File: config.mk
export PLATFORM = sky130hd
export DESIGN_NAME = gpio_pinmux_ctrl
export DESIGN_NICKNAME = d
export VERILOG_FILES = /design/src/rtl/gpio_mux_pkg.sv /design/src/rtl/gpio_reg_decode.sv /design/src/rtl/gpio_mode_store.sv /design/src/rtl/gpio_out_latch.sv /design/src/rtl/gpio_pinmux_ctrl.sv
export SDC_FILE = /design/constraint.sdc
export NUM_CORES = 1
export LEC_CHECK = 0
export ABC_AREA = 1
export BUFFER_PORTS_ARGS = -buffer_cell sky130_fd_sc_hd__buf_2
export CORE_UTILIZATION = 54
export DETAILED_ROUTE_END_ITERATION = 12
export GPL_TIMING_DRIVEN = 0
export PLACE_DENSITY = 0.81
export SYNTH_ARGS = -nofsm -noshare
export SYNTH_HDL_FRONTEND = slang
export SYNTH_HIERARCHICAL = 1
export SYNTH_SLANG_ARGS = --single-unit
File: constraint.sdc
create_clock -name clk -period 2.2 [get_ports clk]
set_input_delay 0.22 -clock clk [delete_from_list [all_inputs] [get_ports clk]]
set_output_delay 0.22 -clock clk [all_outputs]
set_load 0.1 [all_outputs]
File: src/rtl/gpio_mux_pkg.sv
package gpio_mux_pkg;

    // Word width of the register port.
    localparam int WORD_W = 32;

    // Width of one pin mode code.
    localparam int FN_W = 3;

    // Mode codes seen by the pad multiplexer.
    typedef enum logic [FN_W-1:0] {
        MODE_INPUT  = 3'b000,
        MODE_OUTPUT = 3'b001,
        MODE_PERI0  = 3'b010,
        MODE_PERI1  = 3'b011,
        MODE_PERI2  = 3'b100,
        MODE_PERI3  = 3'b101,
        MODE_PERI4  = 3'b110,
        MODE_PERI5  = 3'b111
    } pin_mode_e;

    // Number of mode fields that fit into one word.
    localparam int FIELDS_PER_WORD = WORD_W / FN_W;

endpackage

File: src/rtl/gpio_reg_decode.sv
module gpio_reg_decode
    import gpio_mux_pkg::*;
#(
    parameter int ADDR_W    = 4,
    parameter int NUM_MODEW = 6,
    parameter int NUM_BANK  = 2
) (
    input  logic                 bus_wr,
    input  logic [ADDR_W-1:0]    bus_addr,
    output logic [NUM_MODEW-1:0] mode_we,
    output logic [NUM_BANK-1:0]  set_we,
    output logic [NUM_BANK-1:0]  clr_we
);

    // Word map: mode words first, then set words, then clear words.
    localparam int SET_BASE = NUM_MODEW;
    localparam int CLR_BASE = NUM_MODEW + NUM_BANK;

    genvar gw;
    generate
        for (gw = 0; gw < NUM_MODEW; gw++) begin : g_mode_dec
            assign mode_we[gw] = bus_wr && (bus_addr == ADDR_W'(gw));
        end
        for (gw = 0; gw < NUM_BANK; gw++) begin : g_bank_dec
            assign set_we[gw] = bus_wr && (bus_addr == ADDR_W'(SET_BASE + gw));
            assign clr_we[gw] = bus_wr && (bus_addr == ADDR_W'(CLR_BASE + gw));
        end
    endgenerate

    // a single access per cycle, so at most one strobe is active
    always_comb begin
        one_strobe_chk: assert ($onehot0({mode_we, set_we, clr_we}));
    end

endmodule

File: src/rtl/gpio_mode_store.sv
module gpio_mode_store
    import gpio_mux_pkg::*;
#(
    parameter int NUM_PINS  = 54,
    parameter int NUM_MODEW = 6
) (
    input  logic                        clk,
    input  logic                        rst_n,
    input  logic [NUM_MODEW-1:0]        mode_we,
    input  logic [WORD_W-1:0]           wdata,
    output logic [NUM_PINS*FN_W-1:0]    mode_flat,
    output logic [NUM_MODEW*WORD_W-1:0] mode_words
);

    localparam int USED_BITS = FIELDS_PER_WORD * FN_W;

    logic [FN_W-1:0] mode_q [NUM_PINS];

    // Bits above the last field never reach storage.
    logic unused_hi;
    assign unused_hi = ^wdata[WORD_W-1:USED_BITS];

    always_ff @(posedge clk or negedge rst_n) begin
        if (!rst_n) begin
            for (int p = 0; p < NUM_PINS; p++) begin
                mode_q[p] <= MODE_INPUT;
            end
        end else begin
            for (int p = 0; p < NUM_PINS; p++) begin
                if (mode_we[p / FIELDS_PER_WORD]) begin
                    mode_q[p] <= wdata[(p % FIELDS_PER_WORD)*FN_W +: FN_W];
                end
            end
        end
    end

    genvar gp;
    generate
        for (gp = 0; gp < NUM_PINS; gp++) begin : g_flat
            assign mode_flat[gp*FN_W +: FN_W] = mode_q[gp];
        end
    endgenerate

    // Fields past the last pin and the top bits stay zero.
    always_comb begin
        mode_words = '0;
        for (int p = 0; p < NUM_PINS; p++) begin
            mode_words[(p / FIELDS_PER_WORD)*WORD_W + (p % FIELDS_PER_WORD)*FN_W +: FN_W] = mode_q[p];
        end
    end


    mode_hold_chk: assert property (@(posedge clk) disable iff (!rst_n)
        !(|mode_we) |=> $stable(mode_flat));


    mode_pin0_chk: assert property (@(posedge clk) disable iff (!rst_n)
        mode_we[0] |=> (mode_flat[FN_W-1:0] == $past(wdata[FN_W-1:0])));

endmodule

File: src/rtl/gpio_out_latch.sv
module gpio_out_latch
    import gpio_mux_pkg::*;
#(
    parameter int NUM_PINS = 54,
    parameter int NUM_BANK = 2
) (
    input  logic                clk,
    input  logic                rst_n,
    input  logic [NUM_BANK-1:0] set_we,
    input  logic [NUM_BANK-1:0] clr_we,
    input  logic [WORD_W-1:0]   wdata,
    output logic [NUM_PINS-1:0] level
);

    logic [NUM_PINS-1:0] set_mask;
    logic [NUM_PINS-1:0] clr_mask;
    logic [NUM_PINS-1:0] level_q;

    genvar gp;
    generate
        for (gp = 0; gp < NUM_PINS; gp++) begin : g_mask
            assign set_mask[gp] = set_we[gp / WORD_W] && wdata[gp % WORD_W];
            assign clr_mask[gp] = clr_we[gp / WORD_W] && wdata[gp % WORD_W];
        end
    endgenerate

    always_ff @(posedge clk or negedge rst_n) begin
        if (!rst_n) begin
            level_q <= '0;
        end else begin
            level_q <= (level_q | set_mask) & ~clr_mask;
        end
    end

    assign level = level_q;


    set_high_chk: assert property (@(posedge clk) disable iff (!rst_n)
        (|set_we) |=> ((level & $past(set_mask)) == $past(set_mask)));


    clr_low_chk: assert property (@(posedge clk) disable iff (!rst_n)
        (|clr_we) |=> ((level & $past(clr_mask)) == '0));


    level_hold_chk: assert property (@(posedge clk) disable iff (!rst_n)
        !(|set_we || |clr_we) |=> $stable(level));

endmodule

File: src/rtl/gpio_pinmux_ctrl.sv
module gpio_pinmux_ctrl
    import gpio_mux_pkg::*;
#(
    parameter int NUM_PINS = 54,
    parameter int ADDR_W   = 4
) (
    input  logic                     clk,
    input  logic                     rst_n,
    input  logic                     bus_wr,
    input  logic                     bus_rd,
    input  logic [ADDR_W-1:0]        bus_addr,
    input  logic [31:0]              bus_wdata,
    output logic [31:0]              bus_rdata,
    output logic [NUM_PINS*FN_W-1:0] pad_func,
    output logic [NUM_PINS-1:0]      pad_oe,
    output logic [NUM_PINS-1:0]      pad_out
);

    localparam int NUM_MODEW = (NUM_PINS + FIELDS_PER_WORD - 1) / FIELDS_PER_WORD;
    localparam int NUM_BANK  = (NUM_PINS + WORD_W - 1) / WORD_W;

    logic [NUM_MODEW-1:0]        mode_we;
    logic [NUM_BANK-1:0]         set_we;
    logic [NUM_BANK-1:0]         clr_we;
    logic [NUM_PINS*FN_W-1:0]    mode_flat;
    logic [NUM_MODEW*WORD_W-1:0] mode_words;
    logic [NUM_PINS-1:0]         level;
    logic [WORD_W-1:0]           rd_word;
    logic [WORD_W-1:0]           rdata_q;

    gpio_reg_decode #(
        .ADDR_W   (ADDR_W),
        .NUM_MODEW(NUM_MODEW),
        .NUM_BANK (NUM_BANK)
    ) u_decode (
        .bus_wr  (bus_wr),
        .bus_addr(bus_addr),
        .mode_we (mode_we),
        .set_we  (set_we),
        .clr_we  (clr_we)
    );

    gpio_mode_store #(
        .NUM_PINS (NUM_PINS),
        .NUM_MODEW(NUM_MODEW)
    ) u_modes (
        .clk       (clk),
        .rst_n     (rst_n),
        .mode_we   (mode_we),
        .wdata     (bus_wdata),
        .mode_flat (mode_flat),
        .mode_words(mode_words)
    );

    gpio_out_latch #(
        .NUM_PINS(NUM_PINS),
        .NUM_BANK(NUM_BANK)
    ) u_latch (
        .clk   (clk),
        .rst_n (rst_n),
        .set_we(set_we),
        .clr_we(clr_we),
        .wdata (bus_wdata),
        .level (level)
    );

    // Only mode words hold readable state; every other address reads zero.
    always_comb begin
        rd_word = '0;
        for (int w = 0; w < NUM_MODEW; w++) begin
            if (bus_addr == ADDR_W'(w)) begin
                rd_word = mode_words[w*WORD_W +: WORD_W];
            end
        end
    end

    always_ff @(posedge clk or negedge rst_n) begin
        if (!rst_n) begin
            rdata_q <= '0;
        end else if (bus_rd) begin
            rdata_q <= rd_word;
        end
    end

    genvar gp;
    generate
        for (gp = 0; gp < NUM_PINS; gp++) begin : g_pad
            assign pad_oe[gp] = (mode_flat[gp*FN_W +: FN_W] == MODE_OUTPUT);
        end
    endgenerate

    assign pad_func  = mode_flat;
    assign pad_out   = level;
    assign bus_rdata = rdata_q;


    rd_zero_chk: assert property (@(posedge clk) disable iff (!rst_n)
        (bus_rd && (bus_addr >= ADDR_W'(NUM_MODEW))) |=> (bus_rdata == '0));


    rd_hold_chk: assert property (@(posedge clk) disable iff (!rst_n)
        !bus_rd |=> $stable(bus_rdata));

endmodule

==> metrics, run 1 <==
core area 24530 um^2; Hold Violations, Final 0; Max Freq 510.3 MHz; WL/cell 17.17 um; TritonCTS clock tree yes; root buf cell clkbuf_16; HP Class in2reg; run status completed; area added between synthesis and finish 29.37%; pwr/cell area 1363 nW/um^2; first-pass GRT wire length 68.74 mm; # DRC 0; Routed WL 44.23 mm; final setup violation count 0; relative slew slack 62.75%; crit path max fanout 4; Unique masters post-synth 23; top cells by area, synth dfrtp_1 46%, nand2_1 23%, buf_4 11%, nand3_1 4.8%, inv_1 4.2%; GP Congestion 0.8848; share of cells above drive strength 1 32.15%; Setup Skew 0.007694 ns; vias in the first global route 12521; number of setup buffers added after CTS 0; Placed Cells 2513; Critical Path Source u_modes/mode_flat[103]; Slew @ Worst Pin 0.5567 ns; Port Buf Inserts 341; critical path's slowest cell buf_2; Routed Antenna Nets 0; fin util 71.66%; nets 2270; Die X 160.6 um; peak supply drop 0.001013 V; R2R setup slack 0.89 ns; r2r worst-path depth 5; top cell type's share of synthesized area 45.67%; Worst EP arrival 1.74 ns; Worst-Skew Late Latency 0.55 ns; 1st-pass router iterations 5; Tcrit/Tclk final 89.07%; Cell Count, Final, Fillers Out 2576; FF-to-FF Start u_modes/mode_flat[16]; min Tclk post-route 1.959 ns; io pins 342; n_diodes 0; Filler cells 1988; YS warnings 6; RSZ-0062 raised after global routing no; max-slew violation count 0; Die Area 25800 um^2; die height 160.6 um; largest net degree at the start of global routing 100; Mapped Avg Cell Area 7.479 um^2; initial core utilization 55.39%; Leak 10.33 nW; CTS H-tree depth 1; CTS sink count 248; kind of critical path reg2out; TritonCTS Buffers 28; via density per instance 5.056; Syn Std Cell Area 13590 um^2; Yosys reg bits 248; Seq/Total Area, Yosys 45.67%; worst-path cell chain nor3b_4, buf_2; Final HPWL DP 33.55 mm; Synth area leader dfrtp_1; Max-Cap Viols 0; Vias 13024; Tot GR Track Use 34.27%; CP max stage delay 0.47 ns; Syn Inst Count 1817; WP data required 1.98 ns; clk buf depth 3; capture point of the worst reg-to-reg path bus_rdata[16]; DR iter-0 viols 1156; FP Rows 57; initial antenna violation count 0; total overflow reported by the global router 0; Worst Setup End Kind output port; Worst Setup EP pad_oe[34]; Startpoint Class register; Clock transition at path regs 0.06 ns
## layer usage
metal,up-vias,GRT usage (%),wire length (um)
li1,6218,-,-
met3,75,5.553,3656
met4,0,8.745,919
met2,610,57.20,21260
met1,6121,46.51,18400
met5,-,0,0
## metrics by stage
| stage | cell area (um^2) | total power, W | hold slack (ns) | setup TNS (ns) | worst slack (ns) |
|---|---|---|---|---|---|
| 6_report | 17580 | 0.02396 | 0.01356 | 0 | 0.2405 |
| 3_3_place_gp | 16410 | 0.01877 | 0.4583 | -860.28 | -3.498 |
| 4_1_cts | 17580 | 0.02397 | 0.0003730 | 0 | 0.2141 |
| 5_1_grt | 17580 | 0.02470 | 0.01894 | 0 | 0.1876 |
| 2_1_floorplan | 14300 | 0.01687 | -0.07559 | -0.3008 | -0.3008 |
| 3_5_place_dp | 16480 | 0.01894 | 0.1642 | 0 | 0.4496 |
## critical path: cells and delay by family (launching register included)
kind / cells / cell delay [ns]
buffers and inverters: 1 / 0.47
DFF: 1 / 0.46
and+or+nand+nor: 1 / 0.26
## how the worst min path moves through the flow
| stage | from | endpoint | cells past startpoint |
|---|---|---|---|
| detailed placement | rst_n | u_latch/level[30] | 1 |
| CTS | bus_wdata[13] | u_modes/mode_flat[103] | 3 |
| floorplan | rst_n | bus_rdata[0] | 0 |
| finish | bus_wdata[13] | u_modes/mode_flat[103] | 3 |
| global placement | bus_rdata[3] | bus_rdata[3] | 2 |
| global route | bus_wdata[16] | u_modes/mode_flat[106] | 3 |
## synthesized netlist by cell type, drive strengths merged
master / n
buf: 266
clkbuf: 9
conb: 1
dfrtp: 248
inv: 158
nand2: 838
nand3: 130
nand4: 32
nor2: 17
nor3: 1
nor3b: 54
o211ai: 16
o21ai: 31
o21bai: 15
or2: 1
## report_power, final
group          internal [W]  switching [W]  total (W)
Sequential          0.00546        0.00121    0.00668
Clock               0.00308        0.00194    0.00501
Combinational       0.00234        0.00992     0.0123
## cells by family (layout without fill, tap and decap cells)
group           Yosys count  in the layout  share of synthesized area (%)
simple gates           1073           1073                          33.17
buf+inv                 433            839                          18.28
flops                   248            248                          45.67
compound gates           62             62                          2.854
other cells               1             30                        0.02760
## sequential cells by signal, summed over array words and instances (netlist names)
| name | flops |
|---|---|
| bus_rdata | 32 |
| u_latch/level | 54 |
| u_modes/mode_flat | 162 |
## layout by cell type (no fill, tap or decap), drive strengths merged
cell type	instances
nand2	838
buf	609
dfrtp	248
inv	159
nand3	130
nor3b	54
clkbuf	49
nand4	32
o21ai	31
conb	30
nor2	17
o211ai	16
o21bai	15
dlygate4sd3	11
clkinv	6
bufinv	4
nor3	1
or2	1
clkinvlp	1
## layout make-up
type                            instances  area [um^2]  share of cell area [%]
Sequential cell                       248         6206                   35.30
Inverter                              158        593.1                   3.373
Tap cell                              324        405.4                   2.306
Clock buffer                           40        827.0                   4.704
Buffer                                275         1891                   10.75
Timing Repair Buffer                  354         1882                   10.70
Clock inverter                         12        166.4                  0.9466
Multi-Input combinational cell       1165         5610                   31.91
## repair_timing
action | in CTS | in global routing
hold buffers | 11 | 0
resized for setup | 0 | 0
hold endpoints to repair | 88 | 0
No activity file was read; power rests on OpenSTA's default activity.
==> inputs of run 2 (changes only) <==
==> constraint.sdc (replaced) <==
create_clock -name clk -period 2.5 [get_ports clk]
set_input_delay 0.25 -clock clk [delete_from_list [all_inputs] [get_ports clk]]
set_output_delay 0.25 -clock clk [all_outputs]
set_load 0.1 [all_outputs]
==> metrics, run 2 (synthesis results as in run 1) <==
Port Buf Inserts 341 (unchanged); pwr/cell area 1204 nW/um^2 (was 1363 nW/um^2); Seq pwr share 27.9% (about the same); number of flip-flops in the largest register 162 (unchanged); die height 160.6 um (unchanged); Die X 160.6 um (unchanged); Psw 0.01150 W (was 0.01308 W); Final HPWL DP 33.55 mm (unchanged); peak supply drop 0.0008903 V (was 0.001013 V); Max-Cap Viols 0 (unchanged); Hold Violations, Final 0 (unchanged); first-pass GRT wire length 68.48 mm (was 68.74 mm); relative slew slack 62.21% (was 62.75%); Tot GR Track Use 34.15% (was 34.27%); max-slew violation count 0 (unchanged); initial core utilization 55.39% (unchanged); Leak 10.29 nW (was 10.33 nW); total overflow reported by the global router 0 (unchanged); HP Class in2reg (unchanged); via density per instance 5.052 (was 5.056); worst-path cell chain nor3b_4, buf_2 (unchanged); RSZ-0062 raised after global routing no (unchanged); io pins 342 (unchanged); kind of critical path reg2out (unchanged); Vias 12974 (was 13024); commonest non-fill, non-tap cell in the layout nand2_1 (unchanged); sum of negative setup slack 0 ns (unchanged); Sequential cell area 6206 um^2 (unchanged); critical path's slowest cell dfrtp_1 (was buf_2); fin util 71.33% (was 71.66%); largest net degree at the start of global routing 100 (unchanged); Worst Hold Margin 0.02698 ns (was 0.01356 ns); Max Freq 496.5 MHz; CTS sink count 248 (unchanged); DR iter-0 viols 1088 (was 1156); FF-to-FF Start u_modes/mode_flat[46] (was u_modes/mode_flat[16]); area added between synthesis and finish 28.78% (was 29.37%); Worst-Skew Late Latency 0.55 ns (about the same); initial antenna violation count 0 (unchanged); Gate power share 51.2% (about the same); TritonCTS Buffers 28 (unchanged); GP Congestion 0.8848 (unchanged); vias in the first global route 12469 (was 12521); Critical Path Source u_modes/mode_flat[103] (unchanged); nets 2262 (was 2270); TritonCTS clock tree yes (unchanged); commonest cells after routing, fill and taps aside 836 x nand2_1, 402 x buf_2, 248 x dfrtp_1 (unchanged); Place WS 0.7196 ns (was 0.4496 ns); Pint 0.009567 W (was 0.01088 W); Worst Setup End Kind output port (unchanged); post-cts resize count 0 (unchanged); Tcrit/Tclk final 80.56%; WL/cell 17.15 um (was 17.17 um); Clock transition at path regs 0.06 ns (about the same); 1st-pass router iterations 5 (unchanged); Clk pwr share 20.9% (about the same); final setup violation count 0 (unchanged); FP Rows 57 (unchanged); # DRC 0 (unchanged); Setup Skew 0.007438 ns (was 0.007694 ns); CP max stage delay 0.47 ns (about the same); crit path max fanout 4 (unchanged); Worst EP arrival 1.76 ns (was 1.74 ns); Filler cells 1996 (was 1988); Hold-fix buffers, CTS 3 (was 11); root buf cell clkbuf_16 (unchanged); share of cells above drive strength 1 32.26% (was 32.15%); switching portion of total power 54.59% (was 54.58%); WP data required 2.25 ns (was 1.98 ns); run status completed (unchanged); Slew @ Worst Pin 0.5647 ns (was 0.5567 ns); CTS H-tree depth 1 (unchanged); core area 24530 um^2 (unchanged); area of the multi-input gates 5610 um^2 (unchanged); clk buf depth 3 (unchanged); min Tclk post-route 2.014 ns; final setup margin 0.4860 ns (was 0.2405 ns); Startpoint Class register (unchanged); Routed WL 44.04 mm (was 44.23 mm); number of setup buffers added after CTS 0 (unchanged); Routed Antenna Nets 0 (unchanged); HP Start bus_wdata[25] (was bus_wdata[13]); Die Area 25800 um^2 (unchanged); n_diodes 0 (unchanged)
run 2: worst paths after layout:
kind / end / slack, ns / cells past startpoint
worst max-delay path: pad_oe[34] / 0.49 / 2
worst min-delay path: u_modes/mode_flat[85] / 0.03 / 3
worst max register to register: bus_rdata[16] / 1.18 / 5
worst min register to register: bus_rdata[18] / 0.47 / 2
max in group asynchronous: u_modes/mode_flat[120] / 0.99 / 4
min in group asynchronous: u_latch/level[26] / 0.21 / 2
run 2: layout make-up:
class	count	share of cell area, %
Sequential cell	248	35.46
Buffer	275	10.80
Tap cell	324	2.316
Multi-Input combinational cell	1165	32.06
Clock buffer	40	4.726
Clock inverter	12	0.9509
Timing Repair Buffer	346	10.30
Inverter	158	3.389
run 2: power groups by stage:
stage	combinational, W	sequential [W]	clock [W]
3_3_place_gp	0.0106	0.00589	0
2_1_floorplan	0.00335	0.0115	0
4_1_cts	0.0108	0.00586	0.00444
3_5_place_dp	0.0107	0.00592	0
6_report	0.0108	0.00588	0.00441
5_1_grt	0.0111	0.00596	0.00461
run 2: critical path: cells and delay by family, from the launching register on:
family	cells	cell delay, ns
and+or+nand+nor	1	0.28
DFF	1	0.47
buffers and inverters	1	0.47
run 2: per-layer routing:
metal	vias up	part of all wire [%]	routed length, um	global-route usage [%]
met4	0	2.2	955	8.745
met5	-	0	0	0
met1	6078	41	18200	46.31
met2	614	48	21110	56.93
met3	79	8.6	3779	5.656
li1	6203	-	-	-
run 2: stage by stage:
step                      power [W]  instances  area, um^2
after floorplan             0.01485       1846       14300
after global placement      0.01651       2511       16410
after detailed placement    0.01666       2513       16480
after CTS                   0.02108       2568       17500
after global routing        0.02173       2568       17500
final                       0.02107       2568       17500
